[src/rtl/feeder_pkg.sv]
package feeder_pkg;

  localparam int WORD_W     = 32;
  localparam int LANE_W     = 8;
  localparam int LANES      = WORD_W / LANE_W;
  localparam int LANE_IDX_W = $clog2(LANES);

  // Strobes from control to datapath, valid in the cycle they are raised.
  typedef struct packed {
    logic                  clear;     // start of a run: wipe counters
    logic                  load;      // capture the source word
    logic                  wordOk;    // last beat of the held word accepted
    logic                  stall;     // word presented while port is busy
    logic                  byteMode;  // latched mode of the current run
    logic [LANE_IDX_W-1:0] lane;      // byte beat index, 0 = most significant
  } feedStrobeT;

endpackage

[src/rtl/feeder_ctrl.sv]
module feeder_ctrl
  import feeder_pkg::*;
#(
  parameter int CNT_W = 16
) (
  input  logic             clk,
  input  logic             rstN,
  input  logic             start,
  input  logic [CNT_W-1:0] wordTotal,
  input  logic             byteMode,
  input  logic             inValid,
  input  logic             portBusy,
  output logic             inReady,
  output logic             portCe,
  output logic             portWr,
  output logic             done,
  output feedStrobeT       strb
);

  localparam logic [LANE_IDX_W-1:0] LAST_LANE = LANE_IDX_W'(LANES - 1);

  logic                  running;
  logic                  holdValid;
  logic                  modeByte;
  logic                  doneQ;
  logic [CNT_W-1:0]      fetchLeft;
  logic [CNT_W-1:0]      sentLeft;
  logic [LANE_IDX_W-1:0] laneIdx;

  logic lastLane;
  logic beatOk;
  logic wordOk;
  logic take;

  always_comb begin
    lastLane = !modeByte || (laneIdx == LAST_LANE);
    beatOk   = holdValid && !portBusy;
    wordOk   = beatOk && lastLane;
    // Refill in the same cycle the held word leaves, so the port sees no gap.
    inReady  = !start && running && (fetchLeft != '0) && (!holdValid || wordOk);
    take     = inReady && inValid;
  end

  always_ff @(posedge clk or negedge rstN) begin
    if (!rstN) begin
      running   <= 1'b0;
      holdValid <= 1'b0;
      modeByte  <= 1'b0;
      doneQ     <= 1'b0;
      fetchLeft <= '0;
      sentLeft  <= '0;
      laneIdx   <= '0;
    end else if (start) begin
      running   <= (wordTotal != '0);
      holdValid <= 1'b0;
      modeByte  <= byteMode;
      doneQ     <= (wordTotal == '0);
      fetchLeft <= wordTotal;
      sentLeft  <= wordTotal;
      laneIdx   <= '0;
    end else begin
      doneQ <= 1'b0;
      if (take) begin
        fetchLeft <= fetchLeft - CNT_W'(1);
      end
      if (take) begin
        holdValid <= 1'b1;
      end else if (wordOk) begin
        holdValid <= 1'b0;
      end
      if (take || wordOk) begin
        laneIdx <= '0;
      end else if (beatOk) begin
        laneIdx <= laneIdx + LANE_IDX_W'(1);
      end
      if (wordOk) begin
        sentLeft <= sentLeft - CNT_W'(1);
        if (sentLeft == CNT_W'(1)) begin
          doneQ   <= 1'b1;
          running <= 1'b0;
        end
      end
    end
  end

  assign portCe = holdValid;
  assign portWr = holdValid;
  assign done   = doneQ;

  always_comb begin
    strb.clear    = start;
    strb.load     = take;
    strb.wordOk   = wordOk && !start;
    strb.stall    = holdValid && portBusy && !start;
    strb.byteMode = modeByte;
    strb.lane     = laneIdx;
  end

  // the source is never drained while the held word is stuck behind busy
  assert_no_drain_on_busy_R4: assert property (@(posedge clk) disable iff (!rstN)
    inReady |-> (!portCe || !portBusy));

  // done is a single pulse unless a new start asked for another
  assert_done_single_R9: assert property (@(posedge clk) disable iff (!rstN)
    done |=> (!done || $past(start)));

  // nothing is presented or fetched once done is signalled
  assert_done_idle_R9: assert property (@(posedge clk) disable iff (!rstN)
    done |-> (!portCe && !inReady));

endmodule

[src/rtl/feeder_dp.sv]
module feeder_dp
  import feeder_pkg::*;
#(
  parameter int CNT_W   = 16,
  parameter int STALL_W = 24
) (
  input  logic               clk,
  input  logic               rstN,
  input  feedStrobeT         strb,
  input  logic [WORD_W-1:0]  inData,
  output logic [WORD_W-1:0]  portData,
  output logic [CNT_W-1:0]   wordsSent,
  output logic [STALL_W-1:0] stallCycles
);

  logic [WORD_W-1:0] holdReg;
  logic [LANE_W-1:0] lanes [LANES];

  // Lane 0 is the most significant byte, so beats go out high byte first.
  for (genvar g = 0; g < LANES; g++) begin : gLane
    assign lanes[g] = holdReg[WORD_W-1-g*LANE_W -: LANE_W];
  end

  always_ff @(posedge clk or negedge rstN) begin
    if (!rstN) begin
      holdReg <= '0;
    end else if (strb.load) begin
      holdReg <= inData;
    end
  end

  always_ff @(posedge clk or negedge rstN) begin
    if (!rstN) begin
      wordsSent   <= '0;
      stallCycles <= '0;
    end else if (strb.clear) begin
      wordsSent   <= '0;
      stallCycles <= '0;
    end else begin
      if (strb.wordOk) begin
        wordsSent <= wordsSent + CNT_W'(1);
      end
      if (strb.stall) begin
        stallCycles <= stallCycles + STALL_W'(1);
      end
    end
  end

  always_comb begin
    if (strb.byteMode) begin
      portData = {{(WORD_W-LANE_W){1'b0}}, lanes[strb.lane]};
    end else begin
      portData = holdReg;
    end
  end

  // one completed word adds exactly one to the delivered count
  assert_word_step_R7: assert property (@(posedge clk) disable iff (!rstN)
    (strb.wordOk && !strb.clear) |=> (wordsSent == $past(wordsSent) + CNT_W'(1)));

  // each stalled cycle adds exactly one to the stall count
  assert_stall_step_R8: assert property (@(posedge clk) disable iff (!rstN)
    (strb.stall && !strb.clear) |=> (stallCycles == $past(stallCycles) + STALL_W'(1)));

  // a cycle without stall leaves the stall count alone
  assert_stall_hold_R8: assert property (@(posedge clk) disable iff (!rstN)
    (!strb.stall && !strb.clear) |=> $stable(stallCycles));

endmodule

[src/rtl/feeder_stallmon.sv]
module feeder_stallmon #(
  parameter int TO_W = 12
) (
  input  logic            clk,
  input  logic            rstN,
  input  logic            clear,
  input  logic            stall,
  input  logic [TO_W-1:0] busyLimit,
  output logic            timeoutErr
);

  logic [TO_W-1:0] limitReg;
  logic [TO_W-1:0] runCnt;
  logic            errQ;

  always_ff @(posedge clk or negedge rstN) begin
    if (!rstN) begin
      limitReg <= '0;
      runCnt   <= '0;
      errQ     <= 1'b0;
    end else if (clear) begin
      limitReg <= busyLimit;
      runCnt   <= '0;
      errQ     <= 1'b0;
    end else if (stall) begin
      // runCnt holds the earlier stalled cycles of this run of stalls
      if (runCnt >= limitReg) begin
        errQ <= 1'b1;
      end
      if (runCnt != '1) begin
        runCnt <= runCnt + TO_W'(1);
      end
    end else begin
      runCnt <= '0;
    end
  end

  assign timeoutErr = errQ;

  // the timeout flag is sticky until the next start
  assert_err_sticky_R10: assert property (@(posedge clk) disable iff (!rstN)
    (timeoutErr && !clear) |=> timeoutErr);

  // the flag only rises after a stalled cycle
  assert_err_cause_R10: assert property (@(posedge clk) disable iff (!rstN)
    $rose(timeoutErr) |-> $past(stall));

endmodule

[src/rtl/cfg_word_feeder.sv]
module cfg_word_feeder
  import feeder_pkg::*;
#(
  parameter int CNT_W   = 16,
  parameter int STALL_W = 24,
  parameter int TO_W    = 12
) (
  input  logic               clk,
  input  logic               rstN,
  input  logic               start,
  input  logic [CNT_W-1:0]   wordTotal,
  input  logic               byteMode,
  input  logic [TO_W-1:0]    busyLimit,
  input  logic               inValid,
  input  logic [WORD_W-1:0]  inData,
  output logic               inReady,
  output logic               portCe,
  output logic               portWr,
  output logic [WORD_W-1:0]  portData,
  input  logic               portBusy,
  output logic               done,
  output logic               timeoutErr,
  output logic [CNT_W-1:0]   wordsSent,
  output logic [STALL_W-1:0] stallCycles
);

  feedStrobeT strb;

  feeder_ctrl #(.CNT_W(CNT_W)) uCtrl (
    .clk       (clk),
    .rstN      (rstN),
    .start     (start),
    .wordTotal (wordTotal),
    .byteMode  (byteMode),
    .inValid   (inValid),
    .portBusy  (portBusy),
    .inReady   (inReady),
    .portCe    (portCe),
    .portWr    (portWr),
    .done      (done),
    .strb      (strb)
  );

  feeder_dp #(.CNT_W(CNT_W), .STALL_W(STALL_W)) uDp (
    .clk         (clk),
    .rstN        (rstN),
    .strb        (strb),
    .inData      (inData),
    .portData    (portData),
    .wordsSent   (wordsSent),
    .stallCycles (stallCycles)
  );

  feeder_stallmon #(.TO_W(TO_W)) uMon (
    .clk        (clk),
    .rstN       (rstN),
    .clear      (strb.clear),
    .stall      (strb.stall),
    .busyLimit  (busyLimit),
    .timeoutErr (timeoutErr)
  );

  // a word stuck behind busy stays on the bus unchanged
  assert_hold_stable_R4: assert property (@(posedge clk) disable iff (!rstN)
    (portCe && portBusy && !start) |=> (portCe && $stable(portData)));

  // chip-enable and write always move together
  assert_ce_wr_pair_R3: assert property (@(posedge clk) disable iff (!rstN)
    portCe == portWr);

endmodule

[config.mk]
export PLATFORM = sky130hd
export DESIGN_NAME = cfg_word_feeder
export DESIGN_NICKNAME = d
export VERILOG_FILES = /design/src/rtl/feeder_pkg.sv /design/src/rtl/feeder_ctrl.sv /design/src/rtl/feeder_dp.sv /design/src/rtl/feeder_stallmon.sv /design/src/rtl/cfg_word_feeder.sv
export SDC_FILE = /design/constraint.sdc
export NUM_CORES = 1
export LEC_CHECK = 0
export CAP_MARGIN = 20
export CORE_MARGIN = 2
export CORE_UTILIZATION = 35
export CTS_CLUSTER_DIAMETER = 150
export CTS_CLUSTER_SIZE = 8
export DETAILED_ROUTE_END_ITERATION = 6
export DONT_BUFFER_PORTS = 1
export GPL_TIMING_DRIVEN = 0
export PLACE_DENSITY_LB_ADDON = 0.2
export SLEW_MARGIN = 20
export SYNTH_ARGS = -nofsm -noshare
export SYNTH_HDL_FRONTEND = slang
export SYNTH_SLANG_ARGS = --single-unit
[constraint.sdc]
create_clock -name clk -period 6.35 [get_ports clk]
set_input_delay 1.905 -clock clk [delete_from_list [all_inputs] [get_ports clk]]
set_output_delay 1.905 -clock clk [all_outputs]
set_load 0.03 [all_outputs]
# --- Yosys cells after proc, flatten, opt, wreduce, memory -nomap -nowiden ---
# Index checks and enable logic that the tools add are counted.
word_totals:
  inputBits: 66
  word_cells: 85
  output_inout_bits: 77
  register_bits: 135
op_classes:
  add_sub_neg: 6
  n_eq_ne: 4
  mux: 30
  n_bitwise: 1
  n_reduce_logical: 29
  magnitude_cmp: 2
op_table:
  columns: ["op", "count"]
  rows:
  - ["$mux W16", 6]
  - ["$mux W24", 2]
  - ["$mux W12", 3]
  - ["$mux W32", 1]
  - ["$reduce_bool A16 Y1", 2]
  - ["$sub A16 B1 Y16 const B", 2]
  - ["$add A24 B1 Y24 const B", 1]
  - ["$add A16 B1 Y16 const B", 1]
  - ["$bmux W8 S2", 1]
  - ["$eq A16 B1 Y1 const B", 1]
  - ["$logic_not A16 Y1", 1]
  - ["$mux W8", 2]
  - ["$add A12 B1 Y12 const B", 1]
  - ["$ge A12 B12 Y1", 1]
  - ["$mux W1", 12]
  - ["$ne A12 B12 Y1 const B", 1]
  - ["$reduce_bool A2 Y1", 6]
  - ["$logic_and A1 B1 Y1", 9]
  - ["$mux W2", 3]
  - ["$reduce_bool A3 Y1", 2]
  - ["$logic_not A1 Y1", 4]
  - ["$reduce_and A2 Y1", 2]
  - ["$ge A3 B3 Y1 const B", 1]
  - ["$logic_or A1 B1 Y1", 3]
  - ["4 further kinds", 4]

# --- Logic depth before layout (Yosys ltp) ---
logic_depth:
  word_depth: 9
  depth_mapped: 9
  ltp_nobuf: 7

# --- Cells and area by module ---
# Synthesis repeated with hierarchy kept, for this count alone.
unflattened:
  cells_unflattened: 728
  area_unflattened_um2: 7322.0
by_module_without_submodules:
  columns: ["module", "seq_area_each_um2", "cells_per_inst", "area_per_inst_um2", "n_inst"]
  rows:
  - ["feeder_dp", 1801.7, 341, 3579.7, 1]
  - ["feeder_ctrl", 950.9, 239, 2312.2, 1]
  - ["feeder_stallmon", 625.6, 148, 1430.1, 1]

# --- Least setup slack after synthesis ---
# No wires, ideal clock.
synth_timing:
  path_type: "in2out"
  startpoint: "input port start"
  endpoint: "output port inReady"
  t_arrival_ns: 2.856
  path_buffers: 2
  cell_stages: 4
  setup_slack_ns: 1.589
  required_ns: 4.445
  path_cell_list: "clkbuf_1 > clkinv_1 > clkbuf_1 > and3_1"
synth_via:
  elab_chain_len: 4
synth_lines:
  columns: ["item", "line_no", "source"]
  rows:
  - ["from (decl)", "cfg_word_feeder.sv:10", "input logic start,"]
  - ["$logic_not A1 Y1", "feeder_ctrl.sv:40", "inReady = !start && running && (fetchLeft != '0) && (!holdValid || wordOk);"]
  - ["$logic_and A1 B1 Y1 (3 in series)", "feeder_ctrl.sv:40", null]
  - ["to (decl)", "cfg_word_feeder.sv:16", "output logic inReady,"]
# Every way passes these cells.

# --- Final worst setup path ---
# Same ends and word-level chain as after synthesis.

==> out/qor.csv <==
metric,value,unit
run_status,"complete, no violations",
arrival,3380,ps
setup_violations,0,
ant_nets,0,
viasPerCell,5.38,
num-fill-cells,1989,
core,20100,um2
synth-seq-cells,135,
power.density,289,nW/um2
path_max_fanout,10,
ctsResizeCount,0,
fin_nets,804,
clock_skew,7.11,ps
wl_per_cell,19.1,um
grt_max_degree,136,
grt.met2_usage,0.291,
cts_tree,done,
worstSetupStartpointType,primary input,
grtUsageTotal,0.184,
clock-sinks,135,
layout.cells.most_common,dfrtp_1,
antenna_found_initial,2,
post-cts-setup-buffers,0,
clock_path_buffers,2,
routabilityCongestion,0.845,
yosys_most_used_dff,dfrtp_1,
synth_warnings,0,
grtUsageMet3,0.0625,
use_met1,0.238,
grt_pass1_vias,5645,
placed_area,7450,um2
post-route-period-util,0.833,
io_buffers,0,
place_hpwl,13.8,mm
die_y,147,um
drive_above_1_share,0.0917,
drv_slew,0,
cts_buffers,17,
final_cell_mix,"dfrtp_1, nor2_1, nand2_1",
yosys.area.top_type,dfrtp_1,
clock.fmax,189,MHz
start_util,0.354,
synthesis.instances,700,
dieArea,21500,um2
r2r_end,uDp.holdReg[15]$_DFFE_PN0P_,
syn_area_per_cell,10.2,um2
min_period,5290,ps
yosysTopAreaCellShare,0.475,
synth.distinct_cells,60,
drc,0,
tns,0,ps
postLayoutCellArea,8030,um2
synth_edf_count,0,
r2r_start,uCtrl.fetchLeft[0]$_DFFE_PN0P_,
regArea,3380,um2
cp-endpoint,inReady,
cts_hold_buf,0,
whs_path_depth,1,
io_pins,143,
crit_type,in2out,
area_delta_synth_final,12.9,%
required,4450,ps
yosysSeqAreaShare,0.475,
grt-busiest-layer,met2,
clkTransAtPathRegs,50,ps
die_width,147,um
total_leakage_power,3.30,nW
multiInputGateArea,3500,um2
synthesis.nets,785,
ir_drop,0.179,mV
synth.top_cells.by_area,"dfrtp_1, mux2_1, xor2_1",
hold_violations,0,
routed_wl,19.2,mm
worstSetupStartpoint,start,
hold_class,reg2reg,
postSynth.asyncResetShare,1.00,
tightestPinTransition,955,ps
root_buffer,clkbuf_16,
rr_worst_depth,9,
syn-cell-area,7110,um2
htree_levels,4,
rows,52,
relSlewSlack,0.359,
dr.first_iter.drc_count,235,
first_pass_iters,6,
maxCapViolations,0,
r2r_slack,3470,ps
grt_pass1_wl,31.1,mm
vias,5401,
grt.overflow.total,0,
rsz0062_at_grt,false,
crit_path_end_kind,output pin,
clk-insertion-delay-late,410,ps
sequential cells by signal (all words and copies together) (netlist names):
signal and flops:
uMon.limitReg 12, uCtrl.modeByte 1, uCtrl.running 1, uCtrl.done 1, uCtrl.laneIdx 2, uDp.holdReg 32
uMon.runCnt 12, uCtrl.portCe 1, uDp.stallCycles 24, uDp.wordsSent 16, uMon.timeoutErr 1, uCtrl.fetchLeft 16
uCtrl.sentLeft 16
cell usage after synthesis (17+ instances only):
cell        n
ha_1       19
mux2_2     20
nand4_1    28
nand2_1    46
dfrtp_1   135
xor2_1     35
clkbuf_1   24
o21ai_0    17
mux2_1     32
nor2b_1    27
xnor2_1    28
a21oi_1    25
inv_1      20
nand3_1    20
nor2_1     74
cell type report:
type                            instances  share of cell area
Tap cell                              270              0.0421
Clock buffer                           23              0.0595
Clock inverter                          8              0.0122
Multi-Input combinational cell        511               0.436
Inverter                               21             0.00982
Sequential cell                       135               0.421
Antenna cell                            2            0.000624
Buffer                                 33              0.0186
cell families after synthesis:
kind of cell | share of synthesized area
compound gates | 0.0792
xor+xnor | 0.0776
fa+ha+maj | 0.0334
buf+inv | 0.0320
flops | 0.475
mux | 0.0852
simple gates | 0.217
critical path, stage by stage:
cell      delay, ps
clkbuf_1        360
clkinv_1        370
clkbuf_1        370
and3_1          360
power by group:
part,internal [W],switching [W]
registers,0.000941,0.0000705
logic,0.000119,0.000211
clock network,0.000605,0.000370
total,0.00166,0.000651
per-layer routing:
layer	wire, um	share of wire	up-vias
met1	8420	0.44	2712
met4	296	0.015	0
met3	1380	0.072	23
met5	0	0	-
met2	9070	0.47	149
li1	-	-	2517
per-stage QoR:
step                total power [W]  cells  worst slack (ps)  hold WS, ps  utilization
detailed placement          0.00136    970              1010          482        0.370
CTS                         0.00235   1001              1010          496        0.399
global route                0.00242   1003               947          509        0.399
global placement            0.00135    970              1040          474        0.370
finish                      0.00232   1003              1060          489        0.399
floorplan                   0.00128    700              1590          465            -
worst min path at each step:
stage                          startpoint  slack (ps)                          to
6_report       uDp.holdReg[2]$_DFFE_PN0P_         490  uDp.holdReg[2]$_DFFE_PN0P_
5_1_grt        uDp.holdReg[1]$_DFFE_PN0P_         510  uDp.holdReg[1]$_DFFE_PN0P_
4_1_cts        uDp.holdReg[1]$_DFFE_PN0P_         500  uDp.holdReg[1]$_DFFE_PN0P_
3_5_place_dp   uDp.holdReg[1]$_DFFE_PN0P_         480  uDp.holdReg[1]$_DFFE_PN0P_
3_3_place_gp   uDp.holdReg[1]$_DFFE_PN0P_         470  uDp.holdReg[1]$_DFFE_PN0P_
2_1_floorplan  uDp.holdReg[0]$_DFFE_PN0P_         460  uDp.holdReg[0]$_DFFE_PN0P_
No activity file was read; power rests on OpenSTA's default activity.
